## src/rtl/sram_lane_pkg.sv

```systemverilog
package sram_lane_pkg;

  localparam int NLANES = 4;

  localparam logic [1:0] MODE_BYTE = 2'd0;
  localparam logic [1:0] MODE_HALF = 2'd1;

  typedef enum logic [1:0] {
    S_IDLE   = 2'd0,
    S_SETUP  = 2'd1,
    S_STROBE = 2'd2,
    S_RECOV  = 2'd3
  } seq_state_t;

  // Round a nanosecond limit up to whole clock cycles.
  function automatic int cyc_ceil(input int ns, input int clk_ns);
    return (ns + clk_ns - 1) / clk_ns;
  endfunction

  function automatic int imax(input int a, input int b);
    return (a > b) ? a : b;
  endfunction

  function automatic int imin(input int a, input int b);
    return (a < b) ? a : b;
  endfunction

  // Write strobe: long enough for the pulse width and for the data setup.
  function automatic int wp_cycles(input int clk_ns, input int wp_ns, input int dw_ns);
    return imax(1, imax(cyc_ceil(wp_ns, clk_ns), cyc_ceil(dw_ns, clk_ns)));
  endfunction

  // Read strobe: output-enable access, and address access less the setup cycle.
  function automatic int rd_cycles(input int clk_ns, input int oe_ns, input int aa_ns);
    return imax(1, imax(cyc_ceil(oe_ns, clk_ns), cyc_ceil(aa_ns, clk_ns) - 1));
  endfunction

  // Recovery: at least one idle-strobe cycle, padded up to the cycle time.
  function automatic int rec_cycles(input int clk_ns, input int rc_ns,
                                    input int n_wp, input int n_rd);
    return imax(1, cyc_ceil(rc_ns, clk_ns) - 1 - imin(n_wp, n_rd));
  endfunction

  function automatic logic [NLANES-1:0] lane_mask(input logic [1:0] mode,
                                                  input logic [1:0] sel);
    logic [NLANES-1:0] m;
    case (mode)
      MODE_BYTE: m = 4'(4'b0001 << sel);
      MODE_HALF: m = sel[0] ? 4'b1100 : 4'b0011;
      default:   m = 4'b1111;
    endcase
    return m;
  endfunction

endpackage

```

## src/rtl/sram_lane_decode.sv

```systemverilog
module sram_lane_decode
  import sram_lane_pkg::*;
#(
  parameter int AW = 19,
  parameter int LW = 8
) (
  input  logic [1:0]           mode,
  input  logic [AW+1:0]        haddr,
  input  logic [NLANES*LW-1:0] wdata,
  output logic [NLANES-1:0]    mask,
  output logic [AW-1:0]        maddr,
  output logic [NLANES*LW-1:0] lane_wd
);

  assign mask = lane_mask(mode, haddr[1:0]);

  always_comb begin
    case (mode)
      MODE_BYTE: maddr = haddr[AW+1:2];
      MODE_HALF: maddr = haddr[AW:1];
      default:   maddr = haddr[AW-1:0];
    endcase
  end

  for (genvar l = 0; l < NLANES; l++) begin : g_lane
    assign lane_wd[l*LW +: LW] =
      (mode == MODE_BYTE) ? wdata[LW-1:0] :
      (mode == MODE_HALF) ? wdata[(l % 2)*LW +: LW] :
                            wdata[l*LW +: LW];
  end

endmodule

```

## src/rtl/sram_lane_seq.sv

```systemverilog
module sram_lane_seq
  import sram_lane_pkg::*;
#(
  parameter int AW    = 19,
  parameter int DW    = 32,
  parameter int N_WP  = 4,
  parameter int N_RD  = 4,
  parameter int N_REC = 1
) (
  input  logic              clk,
  input  logic              rst_n,
  input  logic              accept,
  input  logic              wr,
  input  logic [NLANES-1:0] mask_in,
  input  logic [AW-1:0]     maddr_in,
  input  logic [DW-1:0]     wd_in,
  output logic              idle,
  output logic              sample,
  output logic              we_arm,
  output logic [AW-1:0]     mem_addr,
  output logic [NLANES-1:0] cs_n,
  output logic [NLANES-1:0] we_n,
  output logic              oe_n,
  output logic [DW-1:0]     dq_out,
  output logic              dq_oe
);

  localparam int CNT_MAX = imax(imax(N_WP, N_RD), N_REC);
  localparam int CW      = $clog2(CNT_MAX + 1);

  seq_state_t        st;
  logic [CW-1:0]     cnt;
  logic              op_wr;
  logic [NLANES-1:0] mask_q;
  logic              cnt_done;

  assign cnt_done = (cnt == '0);
  assign idle     = (st == S_IDLE);
  assign sample   = (st == S_STROBE) && cnt_done && !op_wr;
  assign we_arm   = (st == S_SETUP) && op_wr;

  always_ff @(posedge clk or negedge rst_n) begin
    if (!rst_n) begin
      st       <= S_IDLE;
      cnt      <= '0;
      op_wr    <= 1'b0;
      mask_q   <= '0;
      mem_addr <= '0;
      cs_n     <= '1;
      we_n     <= '1;
      oe_n     <= 1'b1;
      dq_out   <= '0;
      dq_oe    <= 1'b0;
    end else begin
      case (st)
        S_IDLE: begin
          if (accept) begin
            st       <= S_SETUP;
            op_wr    <= wr;
            mask_q   <= mask_in;
            mem_addr <= maddr_in;
            dq_out   <= wd_in;
            cs_n     <= ~mask_in;
            dq_oe    <= wr;
          end
        end
        S_SETUP: begin
          st <= S_STROBE;
          if (op_wr) begin
            cnt  <= CW'(N_WP - 1);
            we_n <= ~mask_q;
          end else begin
            cnt  <= CW'(N_RD - 1);
            oe_n <= 1'b0;
          end
        end
        S_STROBE: begin
          if (cnt_done) begin
            st    <= S_RECOV;
            cnt   <= CW'(N_REC - 1);
            we_n  <= '1;
            oe_n  <= 1'b1;
            cs_n  <= '1;
            dq_oe <= 1'b0;
          end else begin
            cnt <= cnt - 1'b1;
          end
        end
        default: begin
          if (cnt_done) st <= S_IDLE;
          else          cnt <= cnt - 1'b1;
        end
      endcase
    end
  end

endmodule

```

## src/rtl/sram_lane_rdata.sv

```systemverilog
module sram_lane_rdata
  import sram_lane_pkg::*;
#(
  parameter int LW = 8
) (
  input  logic                 clk,
  input  logic                 rst_n,
  input  logic                 accept,
  input  logic [1:0]           mode,
  input  logic [1:0]           sel,
  input  logic                 sample,
  input  logic [NLANES*LW-1:0] dq_in,
  output logic [NLANES*LW-1:0] rdata,
  output logic                 rvalid
);

  localparam int DW = NLANES * LW;

  logic [1:0]    mode_q;
  logic [1:0]    sel_q;
  logic [DW-1:0] pick;

  always_comb begin
    pick = '0;
    case (mode_q)
      MODE_BYTE: pick[LW-1:0]   = dq_in[int'(sel_q)*LW +: LW];
      MODE_HALF: pick[2*LW-1:0] = sel_q[0] ? dq_in[DW-1:2*LW] : dq_in[2*LW-1:0];
      default:   pick           = dq_in;
    endcase
  end

  always_ff @(posedge clk or negedge rst_n) begin
    if (!rst_n) begin
      mode_q <= '0;
      sel_q  <= '0;
      rdata  <= '0;
      rvalid <= 1'b0;
    end else begin
      if (accept) begin
        mode_q <= mode;
        sel_q  <= sel;
      end
      rvalid <= sample;
      if (sample) rdata <= pick;
    end
  end

endmodule

```

## src/rtl/sram_lane_ctrl.sv

```systemverilog
module sram_lane_ctrl
  import sram_lane_pkg::*;
#(
  parameter int ADDR_W  = 19,
  parameter int LANE_W  = 8,
  parameter int CLK_NS  = 4,
  parameter int T_WP_NS = 15,
  parameter int T_DW_NS = 10,
  parameter int T_RC_NS = 20,
  parameter int T_AA_NS = 20,
  parameter int T_OE_NS = 10
) (
  input  logic                     clk,
  input  logic                     rst_n,
  input  logic                     req,
  output logic                     rdy,
  input  logic                     wr,
  input  logic [1:0]               mode,
  input  logic [ADDR_W+1:0]        haddr,
  input  logic [NLANES*LANE_W-1:0] wdata,
  output logic [NLANES*LANE_W-1:0] rdata,
  output logic                     rvalid,
  output logic [ADDR_W-1:0]        mem_addr,
  output logic [NLANES-1:0]        mem_cs_n,
  output logic [NLANES-1:0]        mem_we_n,
  output logic                     mem_oe_n,
  output logic [NLANES*LANE_W-1:0] mem_dq_out,
  output logic                     mem_dq_oe,
  input  logic [NLANES*LANE_W-1:0] mem_dq_in
);

  localparam int DW    = NLANES * LANE_W;
  localparam int N_WP  = wp_cycles(CLK_NS, T_WP_NS, T_DW_NS);
  localparam int N_RD  = rd_cycles(CLK_NS, T_OE_NS, T_AA_NS);
  localparam int N_REC = rec_cycles(CLK_NS, T_RC_NS, N_WP, N_RD);

  // Named internal events, observed by the bound checker.
  logic              ev_accept;
  logic              ev_sample;
  logic              ev_we_arm;
  logic [NLANES-1:0] dec_mask;
  logic [ADDR_W-1:0] dec_addr;
  logic [DW-1:0]     dec_wd;

  assign ev_accept = req && rdy;

  sram_lane_decode #(.AW(ADDR_W), .LW(LANE_W)) i_decode (
    .mode    (mode),
    .haddr   (haddr),
    .wdata   (wdata),
    .mask    (dec_mask),
    .maddr   (dec_addr),
    .lane_wd (dec_wd)
  );

  sram_lane_seq #(
    .AW(ADDR_W), .DW(DW), .N_WP(N_WP), .N_RD(N_RD), .N_REC(N_REC)
  ) i_seq (
    .clk      (clk),
    .rst_n    (rst_n),
    .accept   (ev_accept),
    .wr       (wr),
    .mask_in  (dec_mask),
    .maddr_in (dec_addr),
    .wd_in    (dec_wd),
    .idle     (rdy),
    .sample   (ev_sample),
    .we_arm   (ev_we_arm),
    .mem_addr (mem_addr),
    .cs_n     (mem_cs_n),
    .we_n     (mem_we_n),
    .oe_n     (mem_oe_n),
    .dq_out   (mem_dq_out),
    .dq_oe    (mem_dq_oe)
  );

  sram_lane_rdata #(.LW(LANE_W)) i_rdata (
    .clk    (clk),
    .rst_n  (rst_n),
    .accept (ev_accept),
    .mode   (mode),
    .sel    (haddr[1:0]),
    .sample (ev_sample),
    .dq_in  (mem_dq_in),
    .rdata  (rdata),
    .rvalid (rvalid)
  );

endmodule

```

## config.mk

```make
export PLATFORM = sky130hd
export DESIGN_NAME = sram_lane_ctrl
export DESIGN_NICKNAME = d
export VERILOG_FILES = /design/src/rtl/sram_lane_pkg.sv /design/src/rtl/sram_lane_decode.sv /design/src/rtl/sram_lane_seq.sv /design/src/rtl/sram_lane_rdata.sv /design/src/rtl/sram_lane_ctrl.sv
export SDC_FILE = /design/constraint.sdc
export NUM_CORES = 1
export LEC_CHECK = 0
export ABC_AREA = 1
export BUFFER_PORTS_ARGS = -buffer_cell sky130_fd_sc_hd__buf_2
export CORE_ASPECT_RATIO = 0.75
export CORE_MARGIN = 2
export CORE_UTILIZATION = 40
export CTS_CLUSTER_SIZE = 8
export DETAILED_ROUTE_END_ITERATION = 12
export HOLD_SLACK_MARGIN = 0.02
export MAX_ROUTING_LAYER = met4
export PLACE_DENSITY_LB_ADDON = 0.25
export SKIP_CTS_REPAIR_TIMING = 1
export SLEW_MARGIN = 20
export SYNTH_ARGS = -nofsm -noshare
export SYNTH_HDL_FRONTEND = slang
export SYNTH_SLANG_ARGS = --single-unit
```

## constraint.sdc

```tcl
create_clock -name clk -period 1.9 [get_ports clk]
set_input_delay 0.38 -clock clk [delete_from_list [all_inputs] [get_ports clk]]
set_output_delay 0.38 -clock clk [all_outputs]
set_load 0.01 [all_outputs]
```

==> results.py <==
metrics = {
    "finish": {
        "nFillCells": 1299,
        "syn_to_final_growth_pct": 25.7,
        "antennaDiodeCount": 0,
        "drive_above_1_share_pct": 27.4,
        "final_nets": 967,
    },
    "placed_design": {
        "gp_congestion": 0.867,
        "port_buffers": 185,
        "dp_hpwl_mm": 11.6,
    },
    "synth": {
        "synth_top_cell_by_area": "dfrtp_1",
        "synth_most_common_cell": "nand2_1",
        "syn_inst": 700,
        "syn_avg_cell_area_um2": 7.74,
        "ys_async_sr_fraction_pct": 100,
        "synthesis.nets": 796,
        "yosysTopAreaCellShare_pct": 45.7,
        "synth_flop_cell": "dfrtp_1",
        "synthDistinctLibCells": 27,
        "yosys-top-cells-count": "246 x nand2_1, 99 x dfrtp_1, 65 x nor2_1",
        "synth_edf_count": 0,
        "synth_seq_cells": 108,
        "synth.area.top_cells": "dfrtp_1 46%, nand2_1 17%, a21oi_1 4.9%",
        "synth_area_um2": 5420,
        "yosysSeqAreaShare_pct": 50.1,
        "yosys_warnings": 0,
    },
    "critical_path": {
        "slowest_delay_ns": 0.40,
        "crit_type": "reg -> reg",
        "worst_ep_required_time_ns": 2.17,
        "critPathTopFamily": "buffers and inverters",
        "arrival_ns": 1.92,
        "cp_slowest_cell": "dfrtp_1",
        "path_buf_inv": 3,
        "setup.worst_path.end_class": "flip-flop",
        "path_cells": "inv_1 > ha_1 > nand2_1 > inv_2 > buf_12 > nor2_1 > a31oi_1",
        "start_kind": "flip-flop",
        "crit_fanout": 28,
        "rrSetupSlack_ns": 0.25,
    },
    "clock_tree": {
        "max-clock-path-buffers": 2,
        "insertion_delay_ns": 0.35,
        "clk_pin_slew_ns": 0.08,
        "cts-htree-levels": 3,
        "tritoncts": "yes",
        "cts_sinks": 108,
        "cts_root_buf": "clkbuf_16",
        "numCtsBuffers": 9,
    },
    "drt": {
        "drt_iter0_drc": 501,
        "drc": 0,
        "first_pass_iters": 6,
        "vias": 5307,
        "ant_nets": 0,
        "wl_per_cell_um": 15.4,
        "drt-total-wl_mm": 16.1,
        "via_per_inst": 5.07,
    },
    "power": {
        "finalPower_mw": 11.1,
        "p_switching_mw": 4.69,
        "pwr-share-comb_pct": 45.1,
        "p_int_mw": 6.44,
        "power_frac_seq_pct": 37.3,
        "leakage_nw": 3.45,
        "powerDensity_nw_per_um2": 1630,
        "p_clk_share_pct": 17.7,
        "swShare_pct": 42.1,
        "vdd_drop_max_mv": 0.686,
    },
    "timing": {
        "tightest_slew_ns": 0.579,
        "slew_viol_final": 0,
        "worst_clock_skew_ns": 0.00884,
        "tns_ns": 0,
        "hold_viol": 0,
        "finalCritPeriodShare_pct": 87.0,
        "fin_crit_ns": 1.65,
        "rsz0062_at_grt": "no",
        "setup_viol": 0,
        "relSlewSlack_pct": 61.4,
        "max_clock_freq_ghz": 0.605,
    },
    "die": {
        "start_util_pct": 41.3,
        "chipWidth_um": 138,
        "coreArea_um2": 13100,
        "die_h_um": 105,
        "dieArea_um2": 14500,
        "rows": 36,
        "num_io_pins": 186,
    },
    "global_routing": {
        "grt_antenna_before_repair": 0,
        "track_usage_pct": 23.0,
        "grt_pass1_vias": 4970,
        "grt_overflow": 0,
        "grt_pass1_wl_mm": 26.3,
        "grt_max_degree": 109,
    },
    "hold_path": {
        "worstHoldPathType": "in -> async",
    },
    "status": {
        "status": "finished clean",
    },
    "run": {
        "maxCapViolCount": 0,
    },
}
-- worst paths after layout --
kind	startpoint	endpoint	depth (start not counted)
worst max-delay path	i_seq.st[1]$_DFFE_PN0P_	i_seq.dq_out[29]$_DFFE_PN0P_	7
worst min-delay path	rst_n	i_seq.dq_out[14]$_DFFE_PN0P_	2
worst max register to register	i_seq.st[1]$_DFFE_PN0P_	i_seq.dq_out[29]$_DFFE_PN0P_	7
worst min register to register	i_seq.cs_n[3]$_DFFE_PN1P_	i_seq.cs_n[3]$_DFFE_PN1P_	2
max in group asynchronous	rst_n	i_seq.st[0]$_DFFE_PN0P_	2
min in group clk	wdata[5]	i_seq.dq_out[5]$_DFFE_PN0P_	3
-- layout make-up --
class	instances	area (um2)	area share, %
clock buffers	9	225	3.31
clock inverters	7	82.6	1.21
inverters	43	166	2.44
multi-input cells	512	2330	34.2
flip-flops and latches	108	2710	39.8
well taps	171	214	3.14
repair buffers	197	1080	15.9
-- state kept, by name, summed over array words and instances, names as in the netlist --
register	count
i_rdata.sel_q	2
i_rdata.rvalid	1
i_rdata.rdata	32
i_seq.we_n	4
i_seq.dq_oe	1
i_seq.op_wr	1
i_seq.oe_n	1
i_seq.st	2
i_seq.mask_q	4
i_rdata.mode_q	2
i_seq.dq_out	32
i_seq.cnt	3
i_seq.mem_addr	19
i_seq.cs_n	4
-- cell families (layout without fill, tap and decap cells) --
group,after synthesis,count (layout),synth area share (%)
AOI/OAI and AO/OA,132,132,13.7
and+or+nand+nor,374,374,27.9
adders and majority gates,5,5,1.16
buffers and inverters,80,256,6.98
DFF,108,108,50.1
xor gates and xnor gates,1,1,0.162
-- cell usage in the layout (no fill, tap or decap), drive strengths merged --
cell	synthesis	layout
nand2	246	246
buf	24	197
dfrtp	99	99
nor2	71	71
a21oi	58	58
nand3	47	47
inv	42	45
a31oi	34	34
o21ai	33	33
nand4	9	9
clkbuf	13	9
dfstp	9	9
ha	5	5
a22oi	2	2
o211ai	2	2
o21a	2	2
clkinvlp	0	2
clkinv	1	2
nor3	1	1
xor2	1	1
o2111ai	1	1
bufinv	0	1
-- worst register-to-register path, delay by kind of cell (launching register included) --
| family | cells | cell delay [ns] |
|---|---|---|
| AOI/OAI and AO/OA | 1 | 0.16 |
| and+or+nand+nor | 2 | 0.20 |
| adders and majority gates | 1 | 0.20 |
| buffers and inverters | 3 | 0.61 |
| DFF | 1 | 0.40 |
-- power groups by stage --
stage | clock (mW) | combinational [mW] | sequential (mW)
5_1_grt | 2.12 | 5.67 | 4.28
6_report | 1.96 | 5.01 | 4.15
2_1_floorplan | 0 | 2.71 | 4.53
4_1_cts | 2.00 | 5.03 | 4.14
3_3_place_gp | 0 | 4.95 | 4.17
3_5_place_dp | 0 | 5.04 | 4.15
-- routing by layer --
layer	wire [um]	up-vias	global-route usage [%]	part of all wire, %
met5	0	-	-	0
met4	316	0	6.05	2.0
met3	1200	23	5.27	7.4
met2	6910	219	30.5	43
met1	7700	2440	35.0	48
li1	-	2625	-	-
-- through the flow --
| stage | utilization [%] | setup slack (ns) | std cells | hold slack, ns | area [um2] |
|---|---|---|---|---|---|
| detailed placement | 49.6 | 0.242 | 1031 | 0.463 | 6500 |
| global placement | 49.6 | 0.279 | 1031 | 0.458 | 6500 |
| floorplan | - | 0.364 | 700 | 0.0844 | 5420 |
| finish | 52.0 | 0.247 | 1047 | 0.0860 | 6810 |
| global route | 52.0 | 0.0806 | 1047 | 0.141 | 6810 |
| CTS | 52.0 | 0.231 | 1047 | 0.121 | 6810 |
No activity file was read; power rests on OpenSTA's default activity.
